**config.mk**
```make
export PLATFORM = sky130hd
export DESIGN_NAME = txpc_top
export DESIGN_NICKNAME = d
export VERILOG_FILES = /design/src/rtl/txpc_pkg.sv /design/src/rtl/txpc_integrator.sv /design/src/rtl/txpc_pi_sum.sv /design/src/rtl/txpc_classic_lvl.sv /design/src/rtl/txpc_top.sv
export SDC_FILE = /design/constraint.sdc
export NUM_CORES = 1
export LEC_CHECK = 0
export BUFFER_PORTS_ARGS = -buffer_cell sky130_fd_sc_hd__buf_2
export CAP_MARGIN = 30
export CORE_MARGIN = 2
export CORE_UTILIZATION = 60
export CTS_CLUSTER_DIAMETER = 200
export DETAILED_ROUTE_END_ITERATION = 6
export PLACE_DENSITY = 0.86
export SLEW_MARGIN = 20
export SYNTH_ARGS = -nofsm -noshare
export SYNTH_HDL_FRONTEND = slang
export SYNTH_SLANG_ARGS = --single-unit
```
**constraint.sdc**
```tcl
create_clock -name clk -period 17.64 [get_ports clk]
set_input_delay 3.528 -clock clk [delete_from_list [all_inputs] [get_ports clk]]
set_output_delay 3.528 -clock clk [all_outputs]
set_load 0.005 [all_outputs]
```
**src/rtl/txpc_pkg.sv**
```systemverilog
package txpc_pkg;

  typedef enum logic [1:0] {
    UPD_HOLD    = 2'd0,
    UPD_PI      = 2'd1,
    UPD_CLASSIC = 2'd2
  } upd_e;

  function automatic int sat_int(input int v, input int lo, input int hi);
    if (v < lo) return lo;
    if (v > hi) return hi;
    return v;
  endfunction

endpackage

```
**src/rtl/txpc_integrator.sv**
```systemverilog
module txpc_integrator #(
  parameter int ERR_W = 10,
  parameter int ACC_W = 24,
  parameter int KI_Q  = 26,
  parameter int LIM_Q = 2560
) (
  input  logic                    clk,
  input  logic                    rst,
  input  logic                    en,
  input  logic signed [ERR_W-1:0] err,
  output logic signed [ACC_W-1:0] integ_next
);

  localparam logic signed [ACC_W-1:0] LIM_P = ACC_W'(LIM_Q);
  localparam logic signed [ACC_W-1:0] LIM_N = -ACC_W'(LIM_Q);

  logic signed [ACC_W-1:0] integ_q;
  logic signed [ACC_W-1:0] grown;

  always_comb begin
    grown = integ_q + (ACC_W'(KI_Q) * ACC_W'(err));
    if (grown > LIM_P)      integ_next = LIM_P;
    else if (grown < LIM_N) integ_next = LIM_N;
    else                    integ_next = grown;
  end

  always_ff @(posedge clk) begin
    if (rst)     integ_q <= '0;
    else if (en) integ_q <= integ_next;
  end

  AST_INTEG_BOUND: assert property (@(posedge clk) disable iff (rst)
    (integ_q <= LIM_P) && (integ_q >= LIM_N));

  AST_INTEG_FROZEN: assert property (@(posedge clk) disable iff (rst)
    !en |=> $stable(integ_q));

endmodule

```
**src/rtl/txpc_pi_sum.sv**
```systemverilog
module txpc_pi_sum #(
  parameter int ERR_W    = 10,
  parameter int ACC_W    = 24,
  parameter int FRAC     = 8,
  parameter int KP_Q     = 128,
  parameter int BASE_DBM = 0,
  parameter int PWR_MIN  = -20,
  parameter int PWR_MAX  = 10,
  parameter int PWR_W    = 8
) (
  input  logic signed [ERR_W-1:0] err,
  input  logic signed [ACC_W-1:0] integ,
  output logic signed [PWR_W-1:0] pwr_dbm
);

  localparam logic signed [ACC_W-1:0] BASE_Q = ACC_W'(BASE_DBM) <<< FRAC;
  localparam logic signed [ACC_W-1:0] HI     = ACC_W'(PWR_MAX);
  localparam logic signed [ACC_W-1:0] LO     = ACC_W'(PWR_MIN);

  logic signed [ACC_W-1:0] sum_q;
  logic signed [ACC_W-1:0] whole;
  logic                    frac_nz;

  always_comb begin
    sum_q   = BASE_Q + (ACC_W'(KP_Q) * ACC_W'(err)) + integ;
    frac_nz = |sum_q[FRAC-1:0];
    whole   = sum_q >>> FRAC;
    if (sum_q[ACC_W-1] && frac_nz) whole = whole + ACC_W'(1);
    if (whole > HI)      pwr_dbm = PWR_W'(HI);
    else if (whole < LO) pwr_dbm = PWR_W'(LO);
    else                 pwr_dbm = PWR_W'(whole);
  end

endmodule

```
**src/rtl/txpc_classic_lvl.sv**
```systemverilog
module txpc_classic_lvl #(
  parameter int LQ_W      = 8,
  parameter int LQ_THRESH = 200,
  parameter int GOOD_DBM  = 0,
  parameter int POOR_DBM  = 10,
  parameter int PWR_W     = 8
) (
  input  logic [LQ_W-1:0]         link_q,
  output logic signed [PWR_W-1:0] pwr_dbm
);

  localparam logic [LQ_W-1:0] THR = LQ_W'(LQ_THRESH);

  always_comb begin
    if (link_q > THR) pwr_dbm = PWR_W'(GOOD_DBM);
    else              pwr_dbm = PWR_W'(POOR_DBM);
  end

endmodule

```
**src/rtl/txpc_top.sv**
```systemverilog
module txpc_top
  import txpc_pkg::*;
#(
  parameter int MEAS_W     = 8,
  parameter int LQ_W       = 8,
  parameter int FRAC       = 8,
  parameter int KP_Q       = 128,
  parameter int KI_Q       = 26,
  parameter int TARGET_DBM = -65,
  parameter int BASE_DBM   = 0,
  parameter int INTEG_LIM  = 10,
  parameter int PWR_MIN    = -20,
  parameter int PWR_MAX    = 10,
  parameter int LQ_THRESH  = 200,
  parameter int GOOD_DBM   = 0,
  parameter int POOR_DBM   = 10,
  parameter int CODE_W     = $clog2(PWR_MAX - PWR_MIN + 1)
) (
  input  logic                     clk,
  input  logic                     rst,
  input  logic                     meas_stb,
  input  logic signed [MEAS_W-1:0] meas_dbm,
  input  logic                     classic_sel,
  input  logic [LQ_W-1:0]          link_q,
  output logic [CODE_W-1:0]        pa_code,
  output logic                     code_vld
);

  localparam int ERR_W      = MEAS_W + 2;
  localparam int ACC_W      = ERR_W + FRAC + 8;
  localparam int PWR_W      = 8;
  localparam int LIM_Q      = INTEG_LIM * (1 << FRAC);
  localparam int CODE_MAX   = PWR_MAX - PWR_MIN;
  localparam int RESET_CODE = sat_int(BASE_DBM, PWR_MIN, PWR_MAX) - PWR_MIN;
  localparam int GOOD_CODE  = GOOD_DBM - PWR_MIN;
  localparam int POOR_CODE  = POOR_DBM - PWR_MIN;

  upd_e                    kind;
  logic signed [ERR_W-1:0] meas_x;
  logic signed [ERR_W-1:0] err;
  logic signed [ACC_W-1:0] integ_next;
  logic signed [PWR_W-1:0] pi_pwr;
  logic signed [PWR_W-1:0] cl_pwr;
  logic signed [PWR_W-1:0] sel_pwr;
  logic signed [PWR_W-1:0] offs_pwr;

  always_comb begin
    if (classic_sel)   kind = UPD_CLASSIC;
    else if (meas_stb) kind = UPD_PI;
    else               kind = UPD_HOLD;
  end

  assign meas_x = meas_dbm;
  assign err    = ERR_W'(TARGET_DBM) - meas_x;

  txpc_integrator #(
    .ERR_W(ERR_W), .ACC_W(ACC_W), .KI_Q(KI_Q), .LIM_Q(LIM_Q)
  ) u_integ (
    .clk(clk), .rst(rst), .en(kind == UPD_PI), .err(err),
    .integ_next(integ_next)
  );

  txpc_pi_sum #(
    .ERR_W(ERR_W), .ACC_W(ACC_W), .FRAC(FRAC), .KP_Q(KP_Q),
    .BASE_DBM(BASE_DBM), .PWR_MIN(PWR_MIN), .PWR_MAX(PWR_MAX), .PWR_W(PWR_W)
  ) u_sum (
    .err(err), .integ(integ_next), .pwr_dbm(pi_pwr)
  );

  txpc_classic_lvl #(
    .LQ_W(LQ_W), .LQ_THRESH(LQ_THRESH), .GOOD_DBM(GOOD_DBM),
    .POOR_DBM(POOR_DBM), .PWR_W(PWR_W)
  ) u_classic (
    .link_q(link_q), .pwr_dbm(cl_pwr)
  );

  assign sel_pwr  = (kind == UPD_CLASSIC) ? cl_pwr : pi_pwr;
  assign offs_pwr = sel_pwr - PWR_W'(PWR_MIN);

  always_ff @(posedge clk) begin
    if (rst) begin
      pa_code  <= CODE_W'(RESET_CODE);
      code_vld <= 1'b0;
    end else begin
      code_vld <= (kind != UPD_HOLD);
      if (kind != UPD_HOLD) pa_code <= CODE_W'(offs_pwr);
    end
  end

  AST_PWR_LIMIT: assert property (@(posedge clk) disable iff (rst)
    (kind == UPD_PI) |-> (pi_pwr >= PWR_W'(PWR_MIN)) && (pi_pwr <= PWR_W'(PWR_MAX)));

  AST_CODE_SPAN: assert property (@(posedge clk) disable iff (rst)
    pa_code <= CODE_W'(CODE_MAX));

  AST_VALID_LAG: assert property (@(posedge clk) disable iff (rst)
    (meas_stb && !classic_sel) |=> code_vld);

  AST_CLASSIC_LEVEL: assert property (@(posedge clk) disable iff (rst)
    classic_sel |=> code_vld && ((pa_code == CODE_W'(GOOD_CODE)) || (pa_code == CODE_W'(POOR_CODE))));

  AST_RESET_STATE: assert property (@(posedge clk)
    rst |=> (pa_code == CODE_W'(RESET_CODE)) && !code_vld);

  AST_IDLE_HOLD: assert property (@(posedge clk) disable iff (rst)
    (!meas_stb && !classic_sel) |=> !code_vld && $stable(pa_code));

endmodule

```
==> flow_summary_export.csv, run 1 <==
group,metric,value,unit
yosys,synth-compound-area-share,29.6,%
layout,syn_to_final_growth,4.93,%
power_and_ir_drop,power.switching,0.627,mW
yosys,ys_warn_count,0,
timing,slew_headroom,41.5,%
setup_path,critPathKind,"in2reg",
clock_tree,tritoncts,"done",
detailed_routing,drt_iter0_drc,450,
power_and_ir_drop,design_power_total,1.08,mW
setup_path,critical_path.max_stage_delay,0.64,ns
clock_tree,clockBufferDepth,2,
floorplanning,num_io_pins,26,
layout,design_area,5840,µm²
yosys,synth_top_flop_cell,"dfxtp_1",
min_path,hp-start,"u_integ.integ_q[0]$_SDFFE_PP0N_",
min_path,hold_depth,2,
yosys,synthXorXnorAreaFrac,11.6,%
global_route,grt_max_degree,27,
timing,slew_viol_final,0,
power_and_ir_drop,share_seq_of_total_power,8.2,%
clock_tree,cts-hold-fix-buffers,0,
yosys,syn_area,5560,µm²
yosys,syn_nets,845,
floorplanning,rows,35,
yosys,yosysSeqAreaShare,11.5,%
global_route,grt_pass1_vias,5340,
timing,tightest_slew,0.869,ns
yosys,synth.avg_cell_area,7.49,µm²
power_and_ir_drop,p_int,0.453,mW
yosys,synthAdderAreaFrac,19.5,%
setup_path,crit_arrival,14.78,ns
floorplanning,initial_utilization,61.1,%
setup_path,r2r_start,"u_integ.integ_q[3]$_SDFFE_PP0N_",
setup_path,ff2ff_path_depth,30,
detailed_routing,ant_nets,0,
floorplanning,die_area,10100,µm²
yosys,synth_enable_flop_cells,0,
clock_tree,cts_root_buffer,"clkbuf_8",
setup_path,crit_top_cell,"ha_1",
global_route,gr-total-overflow,0,
yosys,synth_seq_cells,32,
power_and_ir_drop,powerDensity,185,nW/µm²
clock_tree,insertion_delay,0.30,ns
setup_path,path_delay_family,"compound AO/OA/AOI/OAI gates",
timing,grt_setup_unrepaired,"no",
run,maxCapViolations,0,
floorplanning,die_w,100,µm
setup_path,slowest_stage,"a2111oi_1",
clock_tree,cts.clk_slew.worst_paths,0.07,ns
min_path,hold_end,"u_integ.integ_q[0]$_SDFFE_PP0N_",
yosys,synth-simple-area-share,21.8,%
power_and_ir_drop,p_leak,2.54,nW
global_route,grt_usage,30.4,%
power_and_ir_drop,p_clk_share,5.7,%
global_route,antenna_found_initial,0,
detailed_routing,vias,5668,
timing,setup_viol,0,
clock_tree,cts_sinks,32,
yosys,synth_cell_types,83,
place,dp_cells,857,
timing,whs,0.459,ns
clock_tree,cts_inserted_buffers,5,
yosys,postSynthCellCount,743,
min_path,hp-class,"reg2reg",
clock_tree,cts_htree_levels,2,
power_and_ir_drop,pwr-share-comb,86.1,%
power_and_ir_drop,sw_frac_of_total,58.0,%
yosys,synthMuxAreaShare,0.562,%
layout,diodes,0,
place,dp_hpwl,12400,µm
detailed_routing,drtPass1Iterations,5,
clock_tree,post_cts_buffers,0,
timing,fin_setup_tns,0,ns
detailed_routing,vias_per_cell,6.55,
yosys,synth_top_family_by_area,"compound AO/OA/AOI/OAI gates",
timing,finalCritPeriodShare,82.5,%
setup_path,rrSetupSlack,8.89,ns
setup_path,crit_required,17.87,ns
setup_path,setup.worst_path.start_class,"primary input",
global_route,grt_first_pass_wirelength,24900,µm
layout,post-route-util,64.1,%
detailed_routing,routedWlPerCell,17.7,µm
floorplanning,core_area,9110,µm²
timing,hold_violations,0,
place,gp_congestion,0.998,
detailed_routing,drcViolationCount,0,
clock_tree,postCtsResizedCells,0,
setup_path,crit_start,"meas_dbm[1]",
setup_path,cp_max_fo,26,
timing,final.min_clock_period,14.55,ns
setup_path,timing.rr.end,"pa_code[4]$_SDFFE_PP1P_",
run_status,status,"finished, final reports clean",
detailed_routing,wl,15300,µm
setup_path,worst-path-buf-inv,5,
place,pre_cts_slack,3.08,ns
power_and_ir_drop,peakVddDrop,0.000109,V
layout,fillCellCount,819,
timing,clock_skew,0.0184,ns
yosys,synthArstFlopShare,0,%
place,portBuffers,25,
place,place_area,5740,µm²
timing,max_freq,68.7,MHz
layout,drive_gt1_share,8.09,%
timing,worst_slack,3.09,ns
layout,fin_cells,865,
setup_path,end_kind,"flop",
layout,finalNetCount,855,
floorplanning,dieHeight,100,µm
==> synth_stat cells (3+ instances only) <==
library cell,number,area [µm²]
nor4_1,11,68.8
nand3_1,22,110
a311oi_1,4,35.0
nand3b_1,3,22.5
nor2_1,68,255
o2111ai_1,3,26.3
xor2_1,34,298
ha_1,74,926
or3_1,5,31.3
nor2b_1,9,56.3
xnor2_1,29,254
or2_2,6,37.5
nand2_1,63,236
o21a_1,28,210
nand4_1,10,62.6
and4_1,3,26.3
fa_1,8,160
and2_1,4,25.0
a31oi_1,9,56.3
o21bai_1,7,52.6
o31ai_1,7,52.6
clkbuf_1,17,63.8
a221oi_1,3,26.3
nor4b_1,3,26.3
o21ai_0,28,140
a211oi_1,9,67.6
a21oi_1,61,305
nand2b_1,9,56.3
dfxtp_1,32,641
o211ai_1,10,75.1
or4_1,3,22.5
a2111oi_0,3,26.3
inv_1,52,195
a21o_1,16,120
a2111oi_2,3,45.0
buf_2,5,25.0
o31a_1,3,26.3
nor3_1,22,110
==> how the worst max path moves through the flow <==
stage	end	slack (ns)	cells after the start
2_1_floorplan	pa_code[4]$_SDFFE_PP1P_	3.88	46
3_3_place_gp	pa_code[4]$_SDFFE_PP1P_	3.53	41
3_5_place_dp	pa_code[4]$_SDFFE_PP1P_	3.08	43
4_1_cts	pa_code[4]$_SDFFE_PP1P_	3.32	43
5_1_grt	pa_code[4]$_SDFFE_PP1P_	2.20	43
6_report	pa_code[4]$_SDFFE_PP1P_	3.09	43
==> registers in the layout, indices dropped and copies added, names as in the netlist <==
| signal | cells |
|---|---|
| u_integ.integ_q | 26 |
| pa_code | 5 |
| code_vld | 1 |
==> placed cells by master, fill, tap and decap left out, types with 11 or more instances in the layout <==
| cell type | count |
|---|---|
| ha_1 | 74 |
| nor2_1 | 68 |
| nand2_1 | 63 |
| a21oi_1 | 61 |
| inv_1 | 52 |
| xor2_1 | 34 |
| dfxtp_1 | 32 |
| xnor2_1 | 29 |
| o21a_1 | 28 |
| o21ai_0 | 28 |
| buf_2 | 25 |
| nand3_1 | 22 |
| nor3_1 | 22 |
| a21o_1 | 16 |
| nor4_1 | 11 |
==> power groups by stage <==
stage	registers (mW)	logic (mW)	clock network, mW
global route	0.0899	1.01	0.0641
global placement	0.0898	0.887	0
finish	0.0889	0.929	0.0612
detailed placement	0.0902	0.900	0
CTS	0.0888	0.908	0.0606
floorplan	0.0889	0.705	0
==> worst reg2reg max path: cells and delay by family, from the launching register on <==
kind            cells  cell delay [ns]
compound gates     12             3.41
xor+xnor            2             0.38
fa+ha+maj           4             1.19
buf+inv             1             0.06
flops               1             0.34
simple gates       11             3.30
==> cell families after synthesis <==
logic type,count (synthesis)
flops,32
compound gates,232
buf+inv,77
mux,3
fa+ha+maj,82
xor+xnor,67
simple gates,250
==> layer usage <==
| metal | vias to the layer above | routed length, µm | track usage, % | part of all wire (%) |
|---|---|---|---|---|
| li1 | 2754 | - | - | - |
| met1 | 2643 | 6810 | 40.4 | 44 |
| met2 | 224 | 6990 | 49.9 | 46 |
| met3 | 47 | 996 | 4.81 | 6.5 |
| met4 | 0 | 531 | 11.5 | 3.5 |
| met5 | - | 0 | 0 | 0 |
==> layout make-up <==
type                    count  area (µm²)  share of cell area (%)
clock buffers               5        68.8                    1.18
clock inverters             3        23.8                   0.407
inverters                  52         195                    3.34
multi-input cells         634        4620                    79.2
flip-flops and latches     32         641                    11.0
well taps                 111         139                    2.38
repair buffers             28         148                    2.53
(Power assumes the default switching activity.)
==> run 2: changes to the inputs <==
Clock period 17.64 ns to 13.47 ns, I/O delays scaled along.
==> run 2 against run 1 <==
Setup slack lost 2.5 ns. Highest routed layer unchanged. Total power increased by 35%. Cell area grew 2.5%. Die area is the same. Largest power group unchanged. Wire length is 1.9% lower.
==> flow_summary_export.csv, run 2 (synthesized netlist as in run 1, its figures left out) <==
group,metric,value,unit
power_and_ir_drop,peakVddDrop,0.000171,V
setup_path,path_delay_family,"compound AO/OA/AOI/OAI gates",
floorplanning,die_w,100,µm
clock_tree,insertion_delay,0.30,ns
detailed_routing,wl,15000,µm
run,maxCapViolations,0,
clock_tree,cts_inserted_buffers,5,
detailed_routing,drtPass1Iterations,5,
place,gp_congestion,0.965,
setup_path,slowest_stage,"fa_1",
layout,final_common_cell,"ha_1",
global_route,grt_util_met3,3.83,%
floorplanning,core_area,9110,µm²
setup_path,path_depth,42,
layout,largest_reg_flops,26,
clock_tree,cts-hold-fix-buffers,0,
power_and_ir_drop,p_leak,2.61,nW
place,dp_cells,863,
setup_path,crit_required,13.71,ns
layout,biggestRegsByFlops,"u_integ.integ_q x26, pa_code x5, code_vld x1",
layout,drive_gt1_share,9.97,%
setup_path,end_kind,"flop",
detailed_routing,ant_nets,0,
place,portBuffers,25,
place,place_area,5790,µm²
clock_tree,cts_root_buffer,"clkbuf_8",
floorplanning,num_io_pins,26,
clock_tree,cts_htree_levels,2,
detailed_routing,routedWlPerCell,17.2,µm
timing,tightest_slew,0.878,ns
global_route,gr-total-overflow,0,
layout,fin_cells,873,
timing,slew_headroom,40.9,%
setup_path,crit_arrival,13.09,ns
timing,slew_viol_final,0,
timing,max_freq,77.8,MHz
timing,finalCritPeriodShare,95.4,%
power_and_ir_drop,powerDensity,243,nW/µm²
layout,design_area,5980,µm²
setup_path,critPathKind,"in2reg",
timing,clock_skew,0.0120,ns
layout,finalNetCount,863,
power_and_ir_drop,design_power_total,1.46,mW
detailed_routing,vias,5676,
setup_path,ff2ff_path_depth,28,
layout,fillCellCount,774,
global_route,antenna_found_initial,0,
global_route,grt_pass1_vias,5234,
layout,syn_to_final_growth,7.58,%
timing,grt_setup_unrepaired,"no",
global_route,grt_first_pass_wirelength,24600,µm
timing,setup_viol,0,
layout,seqCellArea,641,µm²
setup_path,cp_max_fo,10,
detailed_routing,drt_iter0_drc,409,
setup_path,crit_top_cell,"ha_1",
detailed_routing,drcViolationCount,0,
setup_path,r2r_start,"u_integ.integ_q[2]$_SDFFE_PP0N_",
global_route,grt_util_met2,50.2,%
floorplanning,die_area,10100,µm²
timing,hold_violations,0,
global_route,grt_usage,29.7,%
clock_tree,cts_sinks,32,
setup_path,rrSetupSlack,5.22,ns
setup_path,timing.rr.end,"pa_code[4]$_SDFFE_PP1P_",
setup_path,endpoint,"pa_code[4]$_SDFFE_PP1P_",
run_status,status,"finished, final reports clean",
setup_path,critical_path.max_stage_delay,0.50,ns
global_route,grt-busiest-layer,"met2",
global_route,use_met1,41.5,%
layout,mostFrequentLayoutCells,"74 x ha_1, 68 x nor2_1, 63 x nand2_1",
layout,multi_input_area,4660,µm²
clock_tree,clockBufferDepth,2,
layout,largest-register,"u_integ.integ_q",
setup_path,setup.worst_path.start_class,"primary input",
layout,diodes,0,
setup_path,worst-path-buf-inv,4,
floorplanning,dieHeight,100,µm
detailed_routing,vias_per_cell,6.50,
clock_tree,tritoncts,"done",
floorplanning,initial_utilization,61.1,%
floorplanning,rows,35,
timing,final.min_clock_period,12.85,ns
clock_tree,cts.clk_slew.worst_paths,0.07,ns
place,dp_hpwl,12200,µm
setup_path,crit_start,"meas_dbm[3]",
global_route,grt_max_degree,25,
timing,fin_setup_tns,0,ns
min_path,hp-class,"reg2reg",
-- run 2: cell type report --
cell class / count / area share (%)
tap: 111 / 2.32
timing repair buffer: 36 / 3.68
inverter: 52 / 3.26
sequential: 32 / 10.7
multi-input combinational: 634 / 77.9
clock inverter: 1 / 0.502
clock buffer: 7 / 1.61
-- run 2: where the power goes --
part	internal (mW)	switching [mW]
clock	0.0653	0.0390
combinational	0.471	0.764
sequential	0.108	0.00829
total	0.644	0.811
-- run 2: worst min-delay path by stage --
stage,endpoint,cells past startpoint,slack [ns],startpoint
2_1_floorplan,u_integ.integ_q[0]$_SDFFE_PP0N_,2,0.43,u_integ.integ_q[0]$_SDFFE_PP0N_
3_3_place_gp,pa_code[1]$_SDFFE_PP0P_,2,0.43,pa_code[1]$_SDFFE_PP0P_
3_5_place_dp,u_integ.integ_q[0]$_SDFFE_PP0N_,2,0.45,u_integ.integ_q[0]$_SDFFE_PP0N_
4_1_cts,u_integ.integ_q[0]$_SDFFE_PP0N_,2,0.45,u_integ.integ_q[0]$_SDFFE_PP0N_
5_1_grt,u_integ.integ_q[0]$_SDFFE_PP0N_,2,0.47,u_integ.integ_q[0]$_SDFFE_PP0N_
6_report,u_integ.integ_q[0]$_SDFFE_PP0N_,2,0.46,u_integ.integ_q[0]$_SDFFE_PP0N_
-- run 2: repair_timing --
action,CTS,global route
endpoints found under the setup margin,0,5
hold endpoints to repair,0,0
resized for setup,0,8
setup buffers,0,2
-- run 2: routing by layer --
| metal | share of wire, % | wire [µm] |
|---|---|---|
| met2 | 47 | 7140 |
| met5 | 0 | 0 |
| met4 | 0.66 | 99 |
| met3 | 6.3 | 947 |
| met1 | 46 | 6850 |
-- run 2: worst reg2reg max path, delay by kind of cell, from the launching register on --
kind                       cells  cell delay [ns]
DFF                            1             0.34
adders and majority gates      3             0.80
xor gates and xnor gates       2             0.39
AOI/OAI and AO/OA             12             3.29
and+or+nand+nor               11             3.36
-- run 2: per-stage QoR --
step	hold slack, ns	utilization (%)	setup slack, ns
floorplan	0.427	-	0.543
detailed placement	0.445	63.6	0.112
global route	0.470	65.7	0.0208
global placement	0.432	63.6	0.403
finish	0.456	65.7	0.623
CTS	0.455	64.9	0.352
